`src/rtl/qrd_pkg.sv`:
```
package qrd_pkg;
  localparam int NIB_W = 4;
  localparam int CMD_BEATS = 8;
  localparam logic [7:0] READ_OP = 8'hEB;
  localparam logic [1:0] CONT_CODE = 2'b10;

  typedef enum logic [2:0] {
    ST_IDLE, ST_CMD, ST_ADDR, ST_MODE, ST_DUMMY, ST_DATA, ST_GAP
  } rdState_e;

  typedef enum logic [1:0] {
    DRV_NONE, DRV_OP, DRV_NIB
  } drvSel_e;

  typedef struct packed {
    logic     load;
    logic     shiftOut;
    logic     capture;
    logic     emit;
    drvSel_e  drvSel;
    logic [2:0] opBit;
  } ctlStrobe_t;
endpackage

```
`src/rtl/qrd_ctrl.sv`:
```
module qrd_ctrl
  import qrd_pkg::*;
#(
  parameter int ADDR_BEATS  = 6,
  parameter int MODE_BEATS  = 2,
  parameter int DUMMY_BEATS = 4
) (
  input  logic       clk,
  input  logic       rstN,
  input  logic       sclkIdleHigh,
  input  logic       reqValid,
  input  logic [1:0] reqModeHi,
  input  logic       reqStop,
  output logic       csN,
  output logic       sclk,
  output logic       busy,
  output ctlStrobe_t strobe
);
  localparam int MAXA = (CMD_BEATS > ADDR_BEATS) ? CMD_BEATS : ADDR_BEATS;
  localparam int MAXB = (MAXA > DUMMY_BEATS) ? MAXA : DUMMY_BEATS;
  localparam int MAXC = (MAXB > MODE_BEATS) ? MAXB : MODE_BEATS;
  localparam int BEAT_W = (MAXC > 2) ? $clog2(MAXC) : 1;

  rdState_e          state;
  rdState_e          nextPhase;
  logic              phase;
  logic [BEAT_W-1:0] beat;
  logic [BEAT_W-1:0] lastBeat;
  logic              contMode;
  logic              stopPend;

  always_comb begin
    lastBeat  = '0;
    nextPhase = ST_IDLE;
    case (state)
      ST_CMD:   begin lastBeat = BEAT_W'(CMD_BEATS - 1);   nextPhase = ST_ADDR;  end
      ST_ADDR:  begin lastBeat = BEAT_W'(ADDR_BEATS - 1);  nextPhase = ST_MODE;  end
      ST_MODE:  begin lastBeat = BEAT_W'(MODE_BEATS - 1);  nextPhase = ST_DUMMY; end
      ST_DUMMY: begin lastBeat = BEAT_W'(DUMMY_BEATS - 1); nextPhase = ST_DATA;  end
      default:  begin lastBeat = '0;                       nextPhase = ST_IDLE;  end
    endcase
  end

  always_ff @(posedge clk or negedge rstN) begin
    if (!rstN) begin
      state    <= ST_IDLE;
      phase    <= 1'b0;
      beat     <= '0;
      contMode <= 1'b0;
      stopPend <= 1'b0;
    end else begin
      case (state)
        ST_IDLE: begin
          if (reqValid) begin
            state    <= contMode ? ST_ADDR : ST_CMD;
            contMode <= (reqModeHi == CONT_CODE);
            phase    <= 1'b0;
            beat     <= '0;
            stopPend <= 1'b0;
          end
        end
        ST_GAP: begin
          phase <= ~phase;
          if (phase) state <= ST_IDLE;
        end
        default: begin
          if (reqStop) stopPend <= 1'b1;
          phase <= ~phase;
          if (phase) begin
            if (state == ST_DATA) begin
              beat <= beat ^ BEAT_W'(1);
              if (beat[0] && (stopPend || reqStop)) state <= ST_GAP;
            end else if (beat == lastBeat) begin
              beat  <= '0;
              state <= nextPhase;
            end else begin
              beat <= beat + BEAT_W'(1);
            end
          end
        end
      endcase
    end
  end

  assign csN  = (state == ST_IDLE) || (state == ST_GAP);
  assign sclk = csN ? sclkIdleHigh : phase;
  assign busy = (state != ST_IDLE);

  always_comb begin
    strobe          = '0;
    strobe.load     = (state == ST_IDLE) && reqValid;
    strobe.shiftOut = phase && ((state == ST_ADDR) || (state == ST_MODE));
    strobe.capture  = !phase && (state == ST_DATA);
    strobe.emit     = !phase && (state == ST_DATA) && beat[0];
    strobe.opBit    = 3'(BEAT_W'(CMD_BEATS - 1) - beat);
    case (state)
      ST_CMD:           strobe.drvSel = DRV_OP;
      ST_ADDR, ST_MODE: strobe.drvSel = DRV_NIB;
      default:          strobe.drvSel = DRV_NONE;
    endcase
  end

  AST_SCLK_TOGGLES: assert property (@(posedge clk) disable iff (!rstN)
    (!csN && $past(!csN)) |-> (sclk != $past(sclk)));
  AST_GAP_FIRST: assert property (@(posedge clk) disable iff (!rstN)
    $rose(csN) |=> csN);
  AST_GAP_SECOND: assert property (@(posedge clk) disable iff (!rstN)
    $rose(csN) |=> ##1 csN);
  AST_START_ON_REQ: assert property (@(posedge clk) disable iff (!rstN)
    $fell(csN) |-> $past(reqValid));
endmodule

```
`src/rtl/qrd_datapath.sv`:
```
module qrd_datapath
  import qrd_pkg::*;
#(
  parameter int ADDR_W = 24,
  parameter int MODE_W = 8
) (
  input  logic              clk,
  input  logic              rstN,
  input  ctlStrobe_t        strobe,
  input  logic [ADDR_W-1:0] reqAddr,
  input  logic [MODE_W-1:0] reqMode,
  input  logic [3:0]        ioIn,
  output logic [3:0]        ioOut,
  output logic [3:0]        ioOe,
  output logic              dataValid,
  output logic [7:0]        dataByte
);
  localparam int SH_W = ADDR_W + MODE_W;

  logic [SH_W-1:0]  sendReg;
  logic [NIB_W-1:0] rxNib;

  always_ff @(posedge clk or negedge rstN) begin
    if (!rstN) begin
      sendReg   <= '0;
      rxNib     <= '0;
      dataValid <= 1'b0;
      dataByte  <= '0;
    end else begin
      if (strobe.load)          sendReg <= {reqAddr, reqMode};
      else if (strobe.shiftOut) sendReg <= sendReg << NIB_W;
      if (strobe.capture) rxNib <= ioIn;
      dataValid <= strobe.emit;
      if (strobe.emit) dataByte <= {rxNib, ioIn};
    end
  end

  always_comb begin
    case (strobe.drvSel)
      DRV_OP:  begin ioOut = {3'b000, READ_OP[strobe.opBit]}; ioOe = 4'b0001; end
      DRV_NIB: begin ioOut = sendReg[SH_W-1 -: NIB_W];       ioOe = 4'b1111; end
      default: begin ioOut = 4'b0000;                         ioOe = 4'b0000; end
    endcase
  end

  AST_RELEASED_IN_DATA: assert property (@(posedge clk) disable iff (!rstN)
    strobe.capture |-> (ioOe == 4'b0000));
  AST_VALID_ONE_CYCLE: assert property (@(posedge clk) disable iff (!rstN)
    dataValid |=> !dataValid);
endmodule

```
`src/rtl/quad_read_ctrl.sv`:
```
module quad_read_ctrl
  import qrd_pkg::*;
#(
  parameter int ADDR_W      = 24,
  parameter int MODE_W      = 8,
  parameter int DUMMY_BEATS = 4
) (
  input  logic              clk,
  input  logic              rstN,
  input  logic              sclkIdleHigh,
  input  logic              reqValid,
  input  logic [ADDR_W-1:0] reqAddr,
  input  logic [MODE_W-1:0] reqMode,
  input  logic              reqStop,
  output logic              busy,
  output logic              dataValid,
  output logic [7:0]        dataByte,
  output logic              csN,
  output logic              sclk,
  output logic [3:0]        ioOut,
  output logic [3:0]        ioOe,
  input  logic [3:0]        ioIn
);
  localparam int ADDR_BEATS = ADDR_W / NIB_W;
  localparam int MODE_BEATS = MODE_W / NIB_W;

  ctlStrobe_t strobe;

  qrd_ctrl #(
    .ADDR_BEATS (ADDR_BEATS),
    .MODE_BEATS (MODE_BEATS),
    .DUMMY_BEATS(DUMMY_BEATS)
  ) uCtrl (
    .clk         (clk),
    .rstN        (rstN),
    .sclkIdleHigh(sclkIdleHigh),
    .reqValid    (reqValid),
    .reqModeHi   (reqMode[5:4]),
    .reqStop     (reqStop),
    .csN         (csN),
    .sclk        (sclk),
    .busy        (busy),
    .strobe      (strobe)
  );

  qrd_datapath #(
    .ADDR_W(ADDR_W),
    .MODE_W(MODE_W)
  ) uPath (
    .clk      (clk),
    .rstN     (rstN),
    .strobe   (strobe),
    .reqAddr  (reqAddr),
    .reqMode  (reqMode),
    .ioIn     (ioIn),
    .ioOut    (ioOut),
    .ioOe     (ioOe),
    .dataValid(dataValid),
    .dataByte (dataByte)
  );
endmodule

```
`config.mk`:
```
export PLATFORM = sky130hd
export DESIGN_NAME = quad_read_ctrl
export DESIGN_NICKNAME = d
export VERILOG_FILES = /design/src/rtl/qrd_pkg.sv /design/src/rtl/qrd_ctrl.sv /design/src/rtl/qrd_datapath.sv /design/src/rtl/quad_read_ctrl.sv
export SDC_FILE = /design/constraint.sdc
export NUM_CORES = 1
export LEC_CHECK = 0
export BUFFER_PORTS_ARGS = -buffer_cell sky130_fd_sc_hd__buf_2
export CAP_MARGIN = 15
export CORE_MARGIN = 4
export CORE_UTILIZATION = 35
export CTS_CLUSTER_SIZE = 20
export DETAILED_ROUTE_END_ITERATION = 8
export PLACE_DENSITY_LB_ADDON = 0.15
export SLEW_MARGIN = 10
export SYNTH_ARGS = -nofsm -noshare
export SYNTH_HDL_FRONTEND = slang
export SYNTH_SLANG_ARGS = --single-unit
```
`constraint.sdc`:
```
create_clock -name clk -period 2.52 [get_ports clk]
set_input_delay 0.504 -clock clk [delete_from_list [all_inputs] [get_ports clk]]
set_output_delay 0.504 -clock clk [all_outputs]
set_load 0.05 [all_outputs]
```
==> results of run 1 <==
-- final cells by class --
class                      count  area share, %
inverter                       9           1.02
timing repair buffer          69           12.2
clock buffer                   5           2.08
clock inverter                 2          0.415
multi-input combinational    196           39.7
tap                          102           3.85
sequential                    54           40.8
-- stage by stage --
stage / hold slack [ns] / instances / worst slack, ns
after floorplan: 0.208 / 281 / 0.0118
after global placement: 0.470 / 430 / 0.497
after detailed placement: 0.478 / 430 / 0.466
after CTS: 0.215 / 437 / 0.112
after global routing: 0.237 / 437 / 0.0324
final: 0.193 / 437 / 0.182
-- where the power goes --
part	switching (mW)	leakage [nW]	internal, mW
Clock	0.294	0.0444	0.193
Sequential	0.250	0.707	1.19
Combinational	1.50	0.901	0.878
-- per-layer routing --
metal	track usage, %	vias up	share of wire [%]	wire length, um
met5	0	-	0	0
met4	4.47	0	1.4	83
met3	2.43	4	3.9	240
met2	19.9	41	45	2750
met1	19.1	1025	50	3050
li1	-	1085	-	-
-- kinds of logic (layout without fill, tap and decap cells) --
kind of cell | after synthesis | count (layout) | share of synthesized area [%]
AOI/OAI and AO/OA | 59 | 59 | 13.4
DFF | 54 | 54 | 47.7
buffers and inverters | 31 | 85 | 6.10
adders and majority gates | 6 | 6 | 2.65
muxes | 35 | 35 | 12.9
and+or+nand+nor | 96 | 96 | 17.2
-- synth_stat cells (all sizes together) (2+ instances only) --
| master | number |
|---|---|
| a22oi | 5 |
| clkbuf | 5 |
| nor3 | 2 |
| dfrtp | 54 |
| ha | 6 |
| buf | 17 |
| nand2 | 49 |
| inv | 9 |
| nand3b | 2 |
| nor2b | 5 |
| and2 | 6 |
| nor4b | 3 |
| a21oi | 2 |
| nor4bb | 3 |
| o22ai | 4 |
| a21o | 2 |
| nor2 | 13 |
| o21ai | 29 |
| mux2 | 12 |
| nand3 | 8 |
| o211ai | 2 |
| o31ai | 3 |
| mux2i | 23 |
-- registers in the layout, indices dropped and copies added, names as in the netlist --
register,flops
uPath.sendReg,32
uPath.dataByte,8
uPath.rxNib,4
uCtrl.beat,3
uCtrl.state,3
uCtrl.contMode,1
uCtrl.phase,1
uCtrl.stopPend,1
uPath.dataValid,1
-- path summary, 6_finish.rpt --
kind	end	slack, ns	depth (start not counted)
min in group clk	uPath.sendReg[0]	0.38	3
hold reg to reg	uPath.sendReg[30]	0.50	2
setup / recovery	ioOut[0]	0.18	7
max in group asynchronous	uCtrl.beat[1]	1.75	2
hold / removal	uPath.dataByte[1]	0.19	1
setup reg to reg	uPath.sendReg[10]	0.64	6
==> summary.md, run 1 <==
| Metric | Value |
|---|---|
| Status | `complete, no violations` |
| Total setup buffers inserted after CTS | `0` |
| Max_cap viols | `0` |
| Most frequent cells in the layout | `buf_2, dfrtp_1, nand2_1` |
| DR pass1 iterations | `4` |
| Yosys warns | `0` |
| CTS tree | `built` |
| Arr. time, crit path | `1.83 ns` |
| Die width | `97.9 um` |
| Die height | `97.9 um` |
| Asr flop ratio synth | `100%` |
| Worst EP required | `2.02 ns` |
| Minimum clock period | `2.34 ns` |
| Max Fclk | `428 MHz` |
| Leakage | `1.65 nW` |
| Final max-slew violation count | `0` |
| Number of synthesized flops with an enable pin | `0` |
| Pwr Total | `4.31 mW` |
| Post-CTS Resized | `0` |
| Critical path launch point type | `flop` |
| Vias in the first global route | `2125` |
| Gpl congestion | `0.768` |
| Worst reg2reg path startpoint | `uCtrl.state[2]` |
| Post-layout nets | `382` |
| Fillers | `800` |
| Post-route ant nets | `0` |
| Via count | `2155` |
| Layout Utilization | `42.5%` |
| Syn Std Cell Area | `2830 um^2` |
| Area of the multi-input gates | `1320 um^2` |
| Sequential element share of the synthesized area | `47.7%` |
| Critical path's slowest cell | `dfrtp_1` |
| Final worst path period share | `92.8%` |
| Max-Slew Margin vs Limit | `58.9%` |
| Clock buffer depth | `2` |
| Hold buffers post-CTS | `0` |
| Rows | `32` |
| Largest incremental delay on the critical path | `0.40 ns` |
| Worst-Skew Late Latency | `0.31 ns` |
| Critical path class | `flop to output pin` |
| Crit path buffers/inverters | `2` |
| Hold WC Path Type | `primary input to async pin` |
| Full die area | `9590 um^2` |
| Post-synth top area share | `47.7%` |
| N_diodes | `0` |
| Clock root buffer | `clkbuf_8` |
| Post-route setup TNS | `0 ns` |
| Synth Flop Type | `dfrtp_1` |
| Top delay family on crit path | `flip-flops` |
| Largest cells by area after synthesis | `dfrtp_1, mux2i_1, nand2_1` |
| 1st-iter DRT viols | `57` |
| Core Area | `7810 um^2` |
| CTS clock-pin slew for the worst setup and hold paths | `0.10 ns` |
| Initial Utilization | `36.3%` |
| Post-route cell area | `3320 um^2` |
| Synthesized net count | `328` |
| Least-Margin Pin Slew | `0.617 ns` |
| Mapped Cells | `281` |
| Sink Count | `54` |
| WL/cell | `14.0 um` |
| Drt drc | `0` |
| RSZ-0062 raised after global routing | `false` |
| Setup violators final | `0` |
| Synth-to-Final Area Change | `17.1%` |
| Register area | `1350 um^2` |
| Via density | `4.93` |
| Seq cells post-synth | `54` |
| Worst IR Drop VDD | `432 uV` |
| First-pass GRT wire length | `10600 um` |
| CP Cell Sequence | `buf_4, nor2_2, nand2_1, ha_1, a22oi_1, nor2_1, buf_2` |
| Port bufs | `60` |
| Post-DP Area | `3230 um^2` |
| CP endpoint kind | `output pin` |
| Ports | `61` |
| Pwr Density | `1300 nW/um^2` |
| Synth cell types | `49` |
| Post-DP HPWL | `4440 um` |
| Clock H-tree levels | `2` |
| Clock Skew | `0.0103 ns` |
| Detailed Route WL | `6120 um` |
| Overall Global Routing Usage | `13.2%` |
| Initial antenna violation count | `0` |
| Most common cell after layout, fill and taps aside | `buf_2` |
| Final hold vios | `0` |
| Worst Setup SP | `uCtrl.state[2]` |
| Layout cells sized above 1 | `29.0%` |
| Clock buffer count from CTS | `5` |
| Avg Cell Area, Syn | `10.1 um^2` |
| GR Overflow Total | `0` |
| Top cell type by total area after synthesis | `dfrtp_1` |
| Largest net degree at the start of global routing | `52` |
| Critical-path maximum fanout | `12` |
No activity file was read; power rests on OpenSTA's default activity.
==> run 2: changes to the inputs <==
--- a/config.mk
+++ b/config.mk
@@ -7,6 +7,8 @@
 export LEC_CHECK = 0
 export BUFFER_PORTS_ARGS = -buffer_cell sky130_fd_sc_hd__buf_2
 export CAP_MARGIN = 15
+export CELL_PAD_IN_SITES_DETAIL_PLACEMENT = 0
+export CELL_PAD_IN_SITES_GLOBAL_PLACEMENT = 2
 export CORE_MARGIN = 4
 export CORE_UTILIZATION = 35
 export CTS_CLUSTER_SIZE = 20
==> run 2 against run 1 <==
Via count is 1.0% lower. Sequential power hardly changed. Final cell count is 0.23% higher. Register-to-register slack better by 0.02 ns. First-iteration DRC count is 19% higher. Clock power is 25% higher. Setup slack better by 0.018 ns. Total power is 1.7% higher. Die area stayed put. Final area is 0.57% higher. Count of clock-buffer cells in the layout stayed put.
==> summary.md, run 2 (synthesis results as in run 1) <==
| Metric | Value |
|---|---|
| Crit Reg-Reg Endpoint | `uPath.dataByte[6]` |
| Full die area | `9590 um^2` |
| DR pass1 iterations | `4` |
| CTS tree | `built` |
| Minimum clock period | `2.32 ns` |
| Largest net degree at the start of global routing | `52` |
| Worst EP required | `2.02 ns` |
| Core Area | `7810 um^2` |
| Via count | `2133` |
| Pwr Total | `4.38 mW` |
| Ports | `61` |
| Rows | `32` |
| Post-DP HPWL | `4470 um` |
| First-pass GRT wire length | `10400 um` |
| Final hold vios | `0` |
| Worst-case hold slack | `0.196 ns` |
| NetSw | `2.04 mW` |
| Clock buffer count from CTS | `5` |
| Gpl congestion | `0.786` |
| Internal power | `2.34 mW` |
| CTS clock-pin slew for the worst setup and hold paths | `0.11 ns` |
| R2R Setup Slk | `0.66 ns` |
| Clock root buffer | `clkbuf_8` |
| Clock buffer depth | `2` |
| Clock Skew | `0.00814 ns` |
| Most frequent cells in the layout | `buf_2, dfrtp_1, nand2_1` |
| Post-route setup TNS | `0 ns` |
| CP endpoint kind | `output pin` |
| Layout Utilization | `42.7%` |
| R2r worst-path depth | `5` |
| Place WS | `0.545 ns` |
| Final worst path period share | `92.1%` |
| Area of the multi-input gates | `1310 um^2` |
| Die width | `97.9 um` |
| Total setup buffers inserted after CTS | `0` |
| Most common cell after layout, fill and taps aside | `buf_2` |
| Via density | `4.87` |
| Register share of total power | `32.6%` |
| Post-route ant nets | `0` |
| Die height | `97.9 um` |
| Initial antenna violation count | `0` |
| Synth-to-Final Area Change | `17.8%` |
| Hold buffers post-CTS | `0` |
| GR Overflow Total | `0` |
| Least-Margin Pin Slew | `0.617 ns` |
| Sink Count | `54` |
| Critical path launch point type | `flop` |
| 1st-iter DRT viols | `68` |
| Drt drc | `0` |
| Port bufs | `60` |
| Arr. time, crit path | `1.82 ns` |
| Layout cells sized above 1 | `28.9%` |
| Largest regs | `uPath.sendReg: 32 flops, uPath.dataByte: 8 flops, uPath.rxNib: 4 flops` |
| Final max-slew violation count | `0` |
| Setup violators final | `0` |
| Initial Utilization | `36.3%` |
| Critical-path maximum fanout | `14` |
| Hold WC Path Type | `primary input to async pin` |
| Post-layout nets | `382` |
| Pwr Density | `1310 nW/um^2` |
| Clock Power Share | `13.9%` |
| Leakage | `1.66 nW` |
| Post-CTS Resized | `0` |
| Clock H-tree levels | `2` |
| Worst-Skew Late Latency | `0.31 ns` |
| Setup ws final | `0.200 ns` |
| Max Fclk | `431 MHz` |
| Reg with most FFs | `uPath.sendReg` |
| Critical path class | `flop to output pin` |
| Vias in the first global route | `2093` |
| Met3 Resource Use GR | `2.79%` |
| Max_cap viols | `0` |
| Fillers | `791` |
| Max FFs per register | `32` |
| M1 GR Usage | `18.6%` |
| Detailed Route WL | `6230 um` |
| Worst IR Drop VDD | `426 uV` |
| Worst reg2reg path startpoint | `uCtrl.state[2]` |
| Status | `complete, no violations` |
| WL/cell | `14.2 um` |
| Comb power frac | `53.5%` |
| Max-Slew Margin vs Limit | `58.9%` |
| Met2 usage | `21.6%` |
| Busiest grt layer | `met2` |
| Sw Ratio | `46.6%` |
| Register area | `1350 um^2` |
| RSZ-0062 raised after global routing | `false` |
| Overall Global Routing Usage | `13.4%` |
| N_diodes | `0` |
## run 2: cell count changes in the layout (fill, tap and decap cells not counted)
cell | before | now
buf_12 | 3 | 2
buf_4 | 6 | 7
bufinv_16 | 0 | 1
clkinv_2 | 1 | 0
clkinv_4 | 0 | 1
nor2_1 | 12 | 13
nor2_2 | 1 | 0
## run 2: power groups by stage
stage	logic, mW	clock network (mW)	registers, mW
2_1_floorplan	1.98	0	1.39
3_3_place_gp	2.38	0	1.44
3_5_place_dp	2.38	0	1.45
4_1_cts	2.39	0.632	1.43
5_1_grt	2.60	0.659	1.48
6_report	2.34	0.607	1.43
## run 2: how the worst max path moves through the flow
stage / end / from / cells after the start / slack (ns)
after floorplan: sclk / uCtrl.state[1] / 5 / 0.01
after global placement: ioOut[0] / uCtrl.beat[1] / 6 / 0.57
after detailed placement: ioOut[0] / uCtrl.beat[1] / 6 / 0.54
after CTS: ioOut[0] / uCtrl.beat[1] / 6 / 0.17
after global routing: ioOut[0] / uCtrl.beat[1] / 6 / 0.03
final: ioOut[0] / uCtrl.beat[1] / 6 / 0.20
## run 2: critical path: stages, from the launching register on
cell	delay, ns
dfrtp_1	0.60
inv_1	0.12
ha_1	0.20
mux2i_1	0.15
a22oi_1	0.08
nor2_1	0.09
buf_2	0.26
## run 2: final cells by class
class | instances | share of cell area (%)
Multi-Input combinational cell | 196 | 39.4
Timing Repair Buffer | 69 | 11.8
Clock buffer | 5 | 2.06
Inverter | 9 | 1.01
Tap cell | 102 | 3.83
Sequential cell | 54 | 40.5
Clock inverter | 3 | 1.43
## run 2: routing by layer
metal	wire [um]	part of all wire (%)
met1	3030	49
met5	0	0
met3	231	3.7
met4	44	0.71
met2	2930	47
## run 2: through the flow
step,instance area [um^2],cells
after CTS,3330,438
after floorplan,2840,281
after detailed placement,3220,430
after global routing,3330,438
after global placement,3220,430
final,3330,438
==> run 3: changes to the inputs <==
--- a/config.mk
+++ b/config.mk
@@ -10,7 +10,7 @@
 export CELL_PAD_IN_SITES_DETAIL_PLACEMENT = 0
 export CELL_PAD_IN_SITES_GLOBAL_PLACEMENT = 2
 export CORE_MARGIN = 4
-export CORE_UTILIZATION = 35
+export CORE_UTILIZATION = 36
 export CTS_CLUSTER_SIZE = 20
 export DETAILED_ROUTE_END_ITERATION = 8
 export PLACE_DENSITY_LB_ADDON = 0.15
==> run 3 against run 2 <==
Via count rose by 1.3%. Sequential share of layout area up 0.44 points. Register-to-register slack got worse by 0.05 ns. Hold slack got worse by 0.020 ns. Final cell count unchanged. Largest power group unchanged. Highest routed layer unchanged.
==> summary.md, run 3 (synthesis results as in run 1) <==
| Metric | Value |
|---|---|
| Crit path buffers/inverters | `2` |
| Setup ws final | `0.215 ns` |
| Reg with most FFs | `uPath.sendReg` |
| R2R Setup Slk | `0.61 ns` |
| Critical-path maximum fanout | `12` |
| Post-layout nets | `382` |
| DR pass1 iterations | `5` |
| Worst reg2reg path startpoint | `uCtrl.state[0]` |
| Pwr Total | `4.29 mW` |
| Full die area | `9350 um^2` |
| WL/cell | `14.1 um` |
| Largest incremental delay on the critical path | `0.37 ns` |
| Initial Utilization | `36.8%` |
| CTS clock-pin slew for the worst setup and hold paths | `0.10 ns` |
| Final max-slew violation count | `0` |
| GR Overflow Total | `0` |
| Status | `complete, no violations` |
| Clock H-tree levels | `2` |
| CP Cell Sequence | `buf_4, nor2b_2, nor3_2, nor2b_1, a21o_1, buf_2` |
| Met2 WL | `2770 um` |
| CTS tree | `built` |
| Post-route setup TNS | `0 ns` |
| Drt drc | `0` |
| Detailed Route WL | `6160 um` |
| Most frequent cells in the layout | `buf_2, dfrtp_1, nand2_1` |
| Crit Reg-Reg Endpoint | `uCtrl.beat[2]` |
| Die height | `96.7 um` |
| Port bufs | `60` |
| Max Fclk | `434 MHz` |
| Place WS | `0.511 ns` |
| Core Area | `7690 um^2` |
| Vias in the first global route | `2100` |
| Post-route ant nets | `0` |
| Worst EP required | `2.02 ns` |
| N_diodes | `0` |
| Critical path's slowest cell | `dfrtp_1` |
| Worst setup path end | `sclk` |
| Die width | `96.7 um` |
| Wl on met1 | `3090 um` |
| CP endpoint kind | `output pin` |
| Layout cells sized above 1 | `28.9%` |
| Post-DP HPWL | `4450 um` |
| Top delay family on crit path | `simple AND/OR/NAND/NOR gates` |
| Final hold vios | `0` |
| Hold WC Path Type | `primary input to async pin` |
| Cell count along the critical path | `6` |
| Via density | `4.93` |
| Largest regs | `uPath.sendReg: 32 flops, uPath.dataByte: 8 flops, uPath.rxNib: 4 flops` |
| Critical path class | `flop to output pin` |
| Pwr Density | `1300 nW/um^2` |
| Total setup buffers inserted after CTS | `0` |
| 1st-iter DRT viols | `52` |
| R2r worst-path depth | `6` |
| Max-Slew Margin vs Limit | `62.4%` |
| Ports | `61` |
| Least-Margin Pin Slew | `0.564 ns` |
| Most common cell after layout, fill and taps aside | `buf_2` |
| Critical path launch point type | `flop` |
| Final worst path period share | `91.5%` |
| Worst IR Drop VDD | `479 uV` |
| Worst Setup SP | `uCtrl.state[2]` |
| Max FFs per register | `32` |
| Clock buffer depth | `2` |
| Minimum clock period | `2.31 ns` |
| First-pass GRT wire length | `10300 um` |
| Clock Skew | `0.00464 ns` |
| Top layer reached by signal wires | `met4` |
| Clock root buffer | `clkbuf_8` |
| Synth-to-Final Area Change | `16.6%` |
| Met3 wire length | `245 um` |
| Largest net degree at the start of global routing | `42` |
| Sink Count | `54` |
| Leakage | `1.65 nW` |
| Initial antenna violation count | `0` |
| Gpl congestion | `0.764` |
| Rows | `32` |
| Via count | `2161` |
| Overall Global Routing Usage | `13.3%` |
| Worst-Skew Late Latency | `0.30 ns` |
| Max_cap viols | `0` |
| Setup violators final | `0` |
| Clock buffer count from CTS | `5` |
| Arr. time, crit path | `1.80 ns` |
| Fillers | `813` |
| RSZ-0062 raised after global routing | `false` |
| Worst-case hold slack | `0.176 ns` |
run 3: repair_timing:
| action | CTS | global route |
|---|---|---|
| endpoints found under the setup margin | 0 | 1 |
| hold buffers | 0 | 0 |
| gates resized for setup | 0 | 1 |
| endpoints found under the hold margin | 0 | 0 |
run 3: layer usage:
layer | up-vias | track usage (%)
met1 | 1024 | 19.3
met5 | - | 0
met4 | 0 | 3.56
met3 | 4 | 2.81
met2 | 43 | 20.3
li1 | 1090 | -
run 3: power by group:
part	switching [mW]	internal, mW	leakage (nW)
Combinational	1.49	0.841	0.894
Sequential	0.252	1.19	0.706
Clock	0.287	0.228	0.0489
Total	2.03	2.26	1.65
run 3: layout make-up:
| cell class | instances | area, um^2 | share of cell area, % |
|---|---|---|---|
| clock inverter | 1 | 8.76 | 0.265 |
| clock buffer | 7 | 86.3 | 2.61 |
| inverter | 9 | 33.8 | 1.02 |
| timing repair buffer | 69 | 380 | 11.5 |
| sequential | 54 | 1350 | 41.0 |
| multi-input combinational | 196 | 1310 | 39.7 |
| tap | 102 | 128 | 3.87 |
run 3: how the worst min path moves through the flow:
stage / end / cells after the start / from
floorplan: uCtrl.beat[0] / 0 / rstN
global placement: uCtrl.contMode / 2 / uCtrl.contMode
detailed placement: uCtrl.contMode / 2 / uCtrl.contMode
CTS: uCtrl.beat[2] / 1 / rstN
global route: uCtrl.beat[1] / 1 / rstN
finish: uCtrl.beat[1] / 1 / rstN
run 3: worst reg2reg max path, stage by stage, from the launching register on:
cell and delay, ns:
dfrtp_1 0.60, buf_4 0.24, nor4bb_1 0.28, a32oi_1 0.18, o211ai_1 0.21, o21bai_1 0.11
a21o_1 0.19
run 3: per-stage QoR:
stage                     util [%]  instances  area, um^2
final                         43.0        438        3300
after global routing          43.0        438        3300
after CTS                     42.9        438        3300
after detailed placement      41.7        430        3210
after global placement        41.7        430        3210
after floorplan                  -        281        2840
